--- src/rtl/cache_pkg.sv ---
package cache_pkg;

    localparam int ADDR_W     = 16;
    localparam int TAG_W      = 8;
    localparam int IDX_W      = 5;
    localparam int OFF_W      = 3;
    localparam int LINE_BYTES = 1 << OFF_W;
    localparam int LINE_W     = 8 * LINE_BYTES;
    localparam int NUM_LINES  = 1 << IDX_W;

    typedef logic [ADDR_W-1:0] addr_t;
    typedef logic [TAG_W-1:0]  tag_t;
    typedef logic [IDX_W-1:0]  idx_t;
    typedef logic [OFF_W-1:0]  off_t;
    typedef logic [7:0]        byte_t;
    typedef logic [LINE_W-1:0] line_t;

    // Field order matters: tag high, index middle, offset low.
    typedef struct packed {
        tag_t tag;
        idx_t idx;
        off_t off;
    } addr_split_t;

    typedef enum logic [1:0] {
        ST_IDLE   = 2'd0,
        ST_LOOKUP = 2'd1,
        ST_EVICT  = 2'd2,
        ST_REFILL = 2'd3
    } cstate_e;

    function automatic addr_t line_base(tag_t t, idx_t i);
        return {t, i, {OFF_W{1'b0}}};
    endfunction

    function automatic byte_t pick_byte(line_t l, off_t o);
        return l[{o, 3'b000} +: 8];
    endfunction

endpackage

--- src/rtl/cache_tag_store.sv ---
module cache_tag_store
    import cache_pkg::*;
#(
    parameter int LINES = NUM_LINES
) (
    input  logic clk,
    input  logic rst,
    input  idx_t idx,
    output tag_t rd_tag,
    output logic rd_valid,
    output logic rd_dirty,
    input  logic fill_en,
    input  tag_t fill_tag,
    input  logic mark_dirty
);

    logic [LINES-1:0] valid_q;
    logic [LINES-1:0] dirty_q;
    tag_t             tags_q [LINES];

    always_ff @(posedge clk) begin
        if (rst) begin
            valid_q <= '0;
            dirty_q <= '0;
        end else if (fill_en) begin
            valid_q[idx] <= 1'b1;
            dirty_q[idx] <= 1'b0;
        end else if (mark_dirty) begin
            dirty_q[idx] <= 1'b1;
        end
    end

    always_ff @(posedge clk) begin
        if (fill_en) tags_q[idx] <= fill_tag;
    end

    assign rd_tag   = tags_q[idx];
    assign rd_valid = valid_q[idx];
    assign rd_dirty = dirty_q[idx];

    AST_DIRTY_NEEDS_VALID: assert property (@(posedge clk) disable iff (rst)
        mark_dirty |-> valid_q[idx]);

    AST_FILL_LEAVES_CLEAN: assert property (@(posedge clk) disable iff (rst)
        fill_en |=> (rd_valid && !rd_dirty));

endmodule

--- src/rtl/cache_data_store.sv ---
module cache_data_store
    import cache_pkg::*;
#(
    parameter int LINES = NUM_LINES
) (
    input  logic  clk,
    input  idx_t  idx,
    output line_t rd_line,
    input  logic  line_we,
    input  line_t line_data,
    input  logic  byte_we,
    input  off_t  byte_off,
    input  byte_t byte_data
);

    line_t lines_q [LINES];

    always_ff @(posedge clk) begin
        if (line_we)
            lines_q[idx] <= line_data;
        else if (byte_we)
            lines_q[idx][{byte_off, 3'b000} +: 8] <= byte_data;
    end

    assign rd_line = lines_q[idx];

endmodule

--- src/rtl/cache_ctrl.sv ---
module cache_ctrl
    import cache_pkg::*;
(
    input  logic  clk,
    input  logic  rst,
    input  logic  cpu_req,
    input  logic  cpu_we,
    input  addr_t cpu_addr,
    input  byte_t cpu_wdata,
    output logic  cpu_ready,
    input  tag_t  rd_tag,
    input  logic  rd_valid,
    input  logic  rd_dirty,
    output idx_t  req_idx,
    output off_t  req_off,
    output tag_t  req_tag,
    output byte_t req_wdata,
    output logic  fill_en,
    output logic  mark_dirty,
    output logic  byte_we,
    output logic  mem_req,
    output logic  mem_we,
    output addr_t mem_addr,
    input  logic  mem_ack
);

    cstate_e     state_q, state_d;
    addr_split_t req_q;
    logic        we_q;
    byte_t       wd_q;
    logic        hit;

    assign hit       = rd_valid && (rd_tag == req_q.tag);
    assign req_idx   = req_q.idx;
    assign req_off   = req_q.off;
    assign req_tag   = req_q.tag;
    assign req_wdata = wd_q;

    always_comb begin
        state_d    = state_q;
        cpu_ready  = 1'b0;
        fill_en    = 1'b0;
        mark_dirty = 1'b0;
        byte_we    = 1'b0;
        mem_req    = 1'b0;
        mem_we     = 1'b0;
        mem_addr   = '0;
        unique case (state_q)
            ST_IDLE: begin
                if (cpu_req) state_d = ST_LOOKUP;
            end
            ST_LOOKUP: begin
                if (hit) begin
                    cpu_ready  = 1'b1;
                    byte_we    = we_q;
                    mark_dirty = we_q;
                    state_d    = ST_IDLE;
                end else if (rd_valid && rd_dirty) begin
                    state_d = ST_EVICT;
                end else begin
                    state_d = ST_REFILL;
                end
            end
            ST_EVICT: begin
                mem_req  = 1'b1;
                mem_we   = 1'b1;
                mem_addr = line_base(rd_tag, req_q.idx);
                if (mem_ack) state_d = ST_REFILL;
            end
            ST_REFILL: begin
                mem_req  = 1'b1;
                mem_addr = line_base(req_q.tag, req_q.idx);
                if (mem_ack) begin
                    fill_en = 1'b1;
                    state_d = ST_LOOKUP;
                end
            end
            default: state_d = ST_IDLE;
        endcase
    end

    always_ff @(posedge clk) begin
        if (rst) begin
            state_q <= ST_IDLE;
            req_q   <= '0;
            we_q    <= 1'b0;
            wd_q    <= '0;
        end else begin
            state_q <= state_d;
            if (state_q == ST_IDLE && cpu_req) begin
                req_q <= addr_split_t'(cpu_addr);
                we_q  <= cpu_we;
                wd_q  <= cpu_wdata;
            end
        end
    end

    AST_ACCEPT_TO_LOOKUP: assert property (@(posedge clk) disable iff (rst)
        (state_q == ST_IDLE && cpu_req) |=> (state_q == ST_LOOKUP));

    AST_READY_NOT_DURING_MEM: assert property (@(posedge clk) disable iff (rst)
        cpu_ready |-> !mem_req);

    AST_MEM_HOLD: assert property (@(posedge clk) disable iff (rst)
        (mem_req && !mem_ack) |=> (mem_req && $stable(mem_addr) && $stable(mem_we)));

    AST_EVICT_THEN_FILL: assert property (@(posedge clk) disable iff (rst)
        (mem_req && mem_we && mem_ack) |=> (mem_req && !mem_we));

    AST_RETRY_HITS: assert property (@(posedge clk) disable iff (rst)
        fill_en |=> cpu_ready);

endmodule

--- src/rtl/wb_dm_cache.sv ---
module wb_dm_cache
    import cache_pkg::*;
(
    input  logic              clk,
    input  logic              rst,
    input  logic              cpu_req,
    input  logic              cpu_we,
    input  logic [ADDR_W-1:0] cpu_addr,
    input  logic [7:0]        cpu_wdata,
    output logic [7:0]        cpu_rdata,
    output logic              cpu_ready,
    output logic              mem_req,
    output logic              mem_we,
    output logic [ADDR_W-1:0] mem_addr,
    output logic [LINE_W-1:0] mem_wdata,
    input  logic [LINE_W-1:0] mem_rdata,
    input  logic              mem_ack
);

    tag_t  rd_tag, req_tag;
    logic  rd_valid, rd_dirty;
    idx_t  req_idx;
    off_t  req_off;
    byte_t req_wdata;
    logic  fill_en, mark_dirty, byte_we;
    line_t rd_line;

    cache_ctrl u_ctrl (
        .clk        (clk),
        .rst        (rst),
        .cpu_req    (cpu_req),
        .cpu_we     (cpu_we),
        .cpu_addr   (cpu_addr),
        .cpu_wdata  (cpu_wdata),
        .cpu_ready  (cpu_ready),
        .rd_tag     (rd_tag),
        .rd_valid   (rd_valid),
        .rd_dirty   (rd_dirty),
        .req_idx    (req_idx),
        .req_off    (req_off),
        .req_tag    (req_tag),
        .req_wdata  (req_wdata),
        .fill_en    (fill_en),
        .mark_dirty (mark_dirty),
        .byte_we    (byte_we),
        .mem_req    (mem_req),
        .mem_we     (mem_we),
        .mem_addr   (mem_addr),
        .mem_ack    (mem_ack)
    );

    cache_tag_store #(.LINES(NUM_LINES)) u_tags (
        .clk        (clk),
        .rst        (rst),
        .idx        (req_idx),
        .rd_tag     (rd_tag),
        .rd_valid   (rd_valid),
        .rd_dirty   (rd_dirty),
        .fill_en    (fill_en),
        .fill_tag   (req_tag),
        .mark_dirty (mark_dirty)
    );

    cache_data_store #(.LINES(NUM_LINES)) u_data (
        .clk        (clk),
        .idx        (req_idx),
        .rd_line    (rd_line),
        .line_we    (fill_en),
        .line_data  (mem_rdata),
        .byte_we    (byte_we),
        .byte_off   (req_off),
        .byte_data  (req_wdata)
    );

    assign mem_wdata = rd_line;
    assign cpu_rdata = pick_byte(rd_line, req_off);

    AST_LINE_ALIGNED: assert property (@(posedge clk) disable iff (rst)
        mem_req |-> (mem_addr[OFF_W-1:0] == '0));

endmodule

--- config.mk ---
export PLATFORM = sky130hd
export DESIGN_NAME = wb_dm_cache
export DESIGN_NICKNAME = d
export VERILOG_FILES = /design/src/rtl/cache_pkg.sv /design/src/rtl/cache_tag_store.sv /design/src/rtl/cache_data_store.sv /design/src/rtl/cache_ctrl.sv /design/src/rtl/wb_dm_cache.sv
export SDC_FILE = /design/constraint.sdc
export NUM_CORES = 2
export LEC_CHECK = 0
export BUFFER_PORTS_ARGS = -buffer_cell sky130_fd_sc_hd__buf_2
export CORE_MARGIN = 2
export CORE_UTILIZATION = 35
export DETAILED_ROUTE_END_ITERATION = 10
export PLACE_DENSITY = 0.53
export REMOVE_ABC_BUFFERS = 1
export SLEW_MARGIN = 0
export SYNTH_ARGS = -nofsm -noshare
export SYNTH_HDL_FRONTEND = slang
export SYNTH_HIERARCHICAL = 1
export SYNTH_SLANG_ARGS = --single-unit
--- constraint.sdc ---
create_clock -name clk -period 4.75 [get_ports clk]
set_input_delay 0.475 -clock clk [delete_from_list [all_inputs] [get_ports clk]]
set_output_delay 0.475 -clock clk [all_outputs]
set_load 0.03 [all_outputs]
==> flow_summary.toml <==
[clock_tree]
htreeDepth = 4
clk_latency_ns = 0.93
clk_pin_slew_ns = 0.06
cts_buffer_depth = 4
cts_buffers = 242
ctsRootBufferMaster = "clkbuf_16"
clock-sinks = 2395
cts_tree = "done"

[floorplanning]
dieWidth_um = 523
die_y_um = 523
initial_utilization = 0.352
rows = 190
coreArea_um2 = 268000
dieArea_um2 = 273000
ios = 184

[placement]
portBuffers = 180
hpwlAfterDp_mm = 187
gp_congestion = 0.882

[sta]
skew_ns = 0.123
setup-violations-final = 0
period_share = 0.996
fmax_mhz = 211
rsz0062_at_grt = "yes"
tns_ns = 0
maxSlewViolCount = 0
tightest_slew_ns = 1.34
hold_viol = 0
fin_crit_ns = 4.73
slew-limit-headroom = 0.101

[logic_synthesis]
syn_inst = 5501
synthFlopType = "edfxtp_1"
ys_warn_count = 6
synthDistinctLibCells = 60
seq_area_frac_synth = 0.754
syn-cell-area_um2 = 94100
syn_avg_cell_area_um2 = 17.1
synth-async-reset-ratio = 0
yosys_register_bits = 2395
synth-edff-count = 2304

[power_and_ir_drop]
p_total_mw = 47.8
pwr_density_cell_nw_per_um2 = 417
peakVddDrop_mv = 0.301
leakagePower_nw = 36.7

[drt]
drc = 0
drt-wirelength-per-cell_um = 29.2
dr_total_vias = 54600
vias_per_cell = 5.39
drt_iter0_markers = 5700
drt_first_pass_iters = 5
ant_nets = 0
wl_mm = 296

[worst_hold_path]
hold_path_end = "u_tags/valid_q[21]"
min_path_type = "input port to register"
worstHoldPathCells = 2
hp-start = "rst"

[global_route]
grt_antenna_before_repair = 51
grt_usage = 0.209
grt_overflow = 0
grtUsageMet2 = 0.338
grt_pass1_vias = 53000
grt_util_met3 = 0.0310
top_usage_layer = "met2"
grt_pass1_wl_mm = 406
grt_start_max_net_pins = 56
use_met1 = 0.277

[setup_path]
path_cells = "buf_16 -> buf_16 -> buf_12 -> buf_16 -> mux2i_1 -> o22ai_1 -> nor4_1 -> buf_4 -> nand2_1 -> mux4_1 -> mux2_2 -> buf_2"
path_class = "register to output port"
crit_cells = 12
end_kind = "output port"
required_ns = 4.28
cpMaxStageDelayCell = "mux4_1"
worstPathArrival_ns = 4.25
cpLargestDelayFamily = "multiplexers"
critPathMaxStageDelay_ns = 0.54
reg2reg_setup_slack_ns = 0.11
r2r_end = "u_data/lines_q[9][58]"
cp_max_fo = 33
cp_num_buf_inv = 6
reg2regPathDepth = 14
timing.rr.start = "u_ctrl/req_idx[1]"
startpoint_type = "register"
crit_path_frequent_cell = "buf_16"

[outcome]
status = "completed"

[run]
drv_cap = 0

[layout]
mostFrequentLayoutCell = "edfxtp_1"
areaGrowthSynthToFinish_pct = 21.8
layout_common_cells = "2304 x edfxtp_1, 1166 x mux2i_1, 587 x o22ai_1, 577 x buf_4, 353 x nor2_1"
drive_above_1_share = 0.231
final_net_count = 6468
state kept, by name, indices dropped and copies added (netlist names), named ones only:
register / count
u_data/lines_q: 2048
u_tags/tags_q: 256
u_tags/valid_q: 32
u_ctrl/req_tag: 8
u_ctrl/req_wdata: 8
u_ctrl/req_idx: 5
u_ctrl/req_off: 3
u_ctrl/state_q: 2
u_ctrl/we_q: 1
worst max-delay path by stage:
stage / startpoint / endpoint / slack [ns]
global placement: u_ctrl/req_idx[2] / cpu_rdata[1] / -0.12
CTS: u_ctrl/req_idx[0] / u_data/lines_q[15][31] / -0.07
floorplan: u_ctrl/req_idx[1] / u_tags/tags_q[26][0] / -43.28
global route: u_ctrl/req_idx[1] / cpu_rdata[2] / -0.06
detailed placement: u_ctrl/req_idx[1] / cpu_rdata[1] / -0.12
finish: u_ctrl/req_idx[1] / cpu_rdata[6] / 0.02
routing by layer:
layer | part of all wire | vias up
met1 | 0.41 | 28200
met3 | 0.070 | 533
met4 | 0.049 | 18
li1 | - | 23700
met5 | 0.00036 | -
met2 | 0.47 | 2133
final cells by class:
cell class,count,area [um^2]
Inverter,10,37.5
Sequential cell,2395,71000
Tap cell,3552,4440
Antenna cell,13,32.5
Multi-Input combinational cell,2765,22300
Clock buffer,301,6330
Timing Repair Buffer,954,9280
Clock inverter,137,1220
Fill cell,23700,153000
power breakdown:
group	leakage (nW)	total (mW)	internal, mW	switching [mW]
Sequential	21.5	23.3	23.2	0.0502
Clock	3.69	18.4	10.5	7.92
Combinational	11.5	6.13	2.22	3.91
Yosys cell counts (3+ instances only):
cell / n / area, um^2
nor2_1: 356 / 1340
clkbuf_1: 96 / 360
nand4b_1: 9 / 78.8
a22o_2: 8 / 80.1
nor3_1: 37 / 185
edfxtp_1: 2304 / 69200
nor2b_1: 5 / 31.3
and2_1: 15 / 93.8
dfxtp_1: 91 / 1820
ha_1: 7 / 87.6
nand3_1: 8 / 40.0
a21oi_1: 58 / 290
nand4_1: 5 / 31.3
mux4_1: 15 / 394
buf_6: 15 / 169
buf_4: 17 / 128
o22ai_1: 592 / 3700
or3b_1: 4 / 35.0
xnor2_1: 8 / 70.1
nor4_1: 148 / 926
nand2b_1: 3 / 18.8
and3_1: 4 / 25.0
nand3b_1: 4 / 30.0
buf_1: 13 / 48.8
nor3b_1: 5 / 37.5
buf_2: 194 / 971
mux2_2: 71 / 800
nand4bb_1: 11 / 124
mux2i_1: 1184 / 11900
inv_1: 10 / 37.5
or4b_1: 8 / 80.1
and3b_1: 4 / 35.0
nand2_1: 159 / 597
metrics by stage:
step	setup slack, ns	cells	utilization	cell area [um^2]	hold slack (ns)
finish	0.0206	10100	0.428	115000	0.0856
floorplan	-43.28	5166	-	92400	0.426
global route	-0.0565	10100	0.428	115000	0.0851
CTS	-0.0696	10100	0.425	114000	0.0312
global placement	-0.119	9533	0.388	104000	0.450
detailed placement	-0.119	9533	0.388	104000	0.458
logic make-up (layout without fill, tap and decap cells):
| family | after synthesis | count (layout) | share of synthesized area |
|---|---|---|---|
| mux | 1271 | 1271 | 0.139 |
| simple gates | 807 | 811 | 0.0422 |
| flops | 2395 | 2395 | 0.754 |
| fa+ha+maj | 7 | 7 | 0.000931 |
| other cells | 1 | 16 | 0.0000398 |
| compound gates | 665 | 665 | 0.0442 |
| xor+xnor | 8 | 8 | 0.000744 |
| buf+inv | 347 | 1402 | 0.0186 |
timing repair:
action                                  4_1_cts  5_1_grt
endpoints found under the setup margin      271     2171
endpoints found under the hold margin        25        0
gates resized for setup                     165       83
cloned                                       33       12
setup buffers                                50       23
pin swaps                                    26       33
hold buffers                                 25        0
No activity file was read; power rests on OpenSTA's default activity.
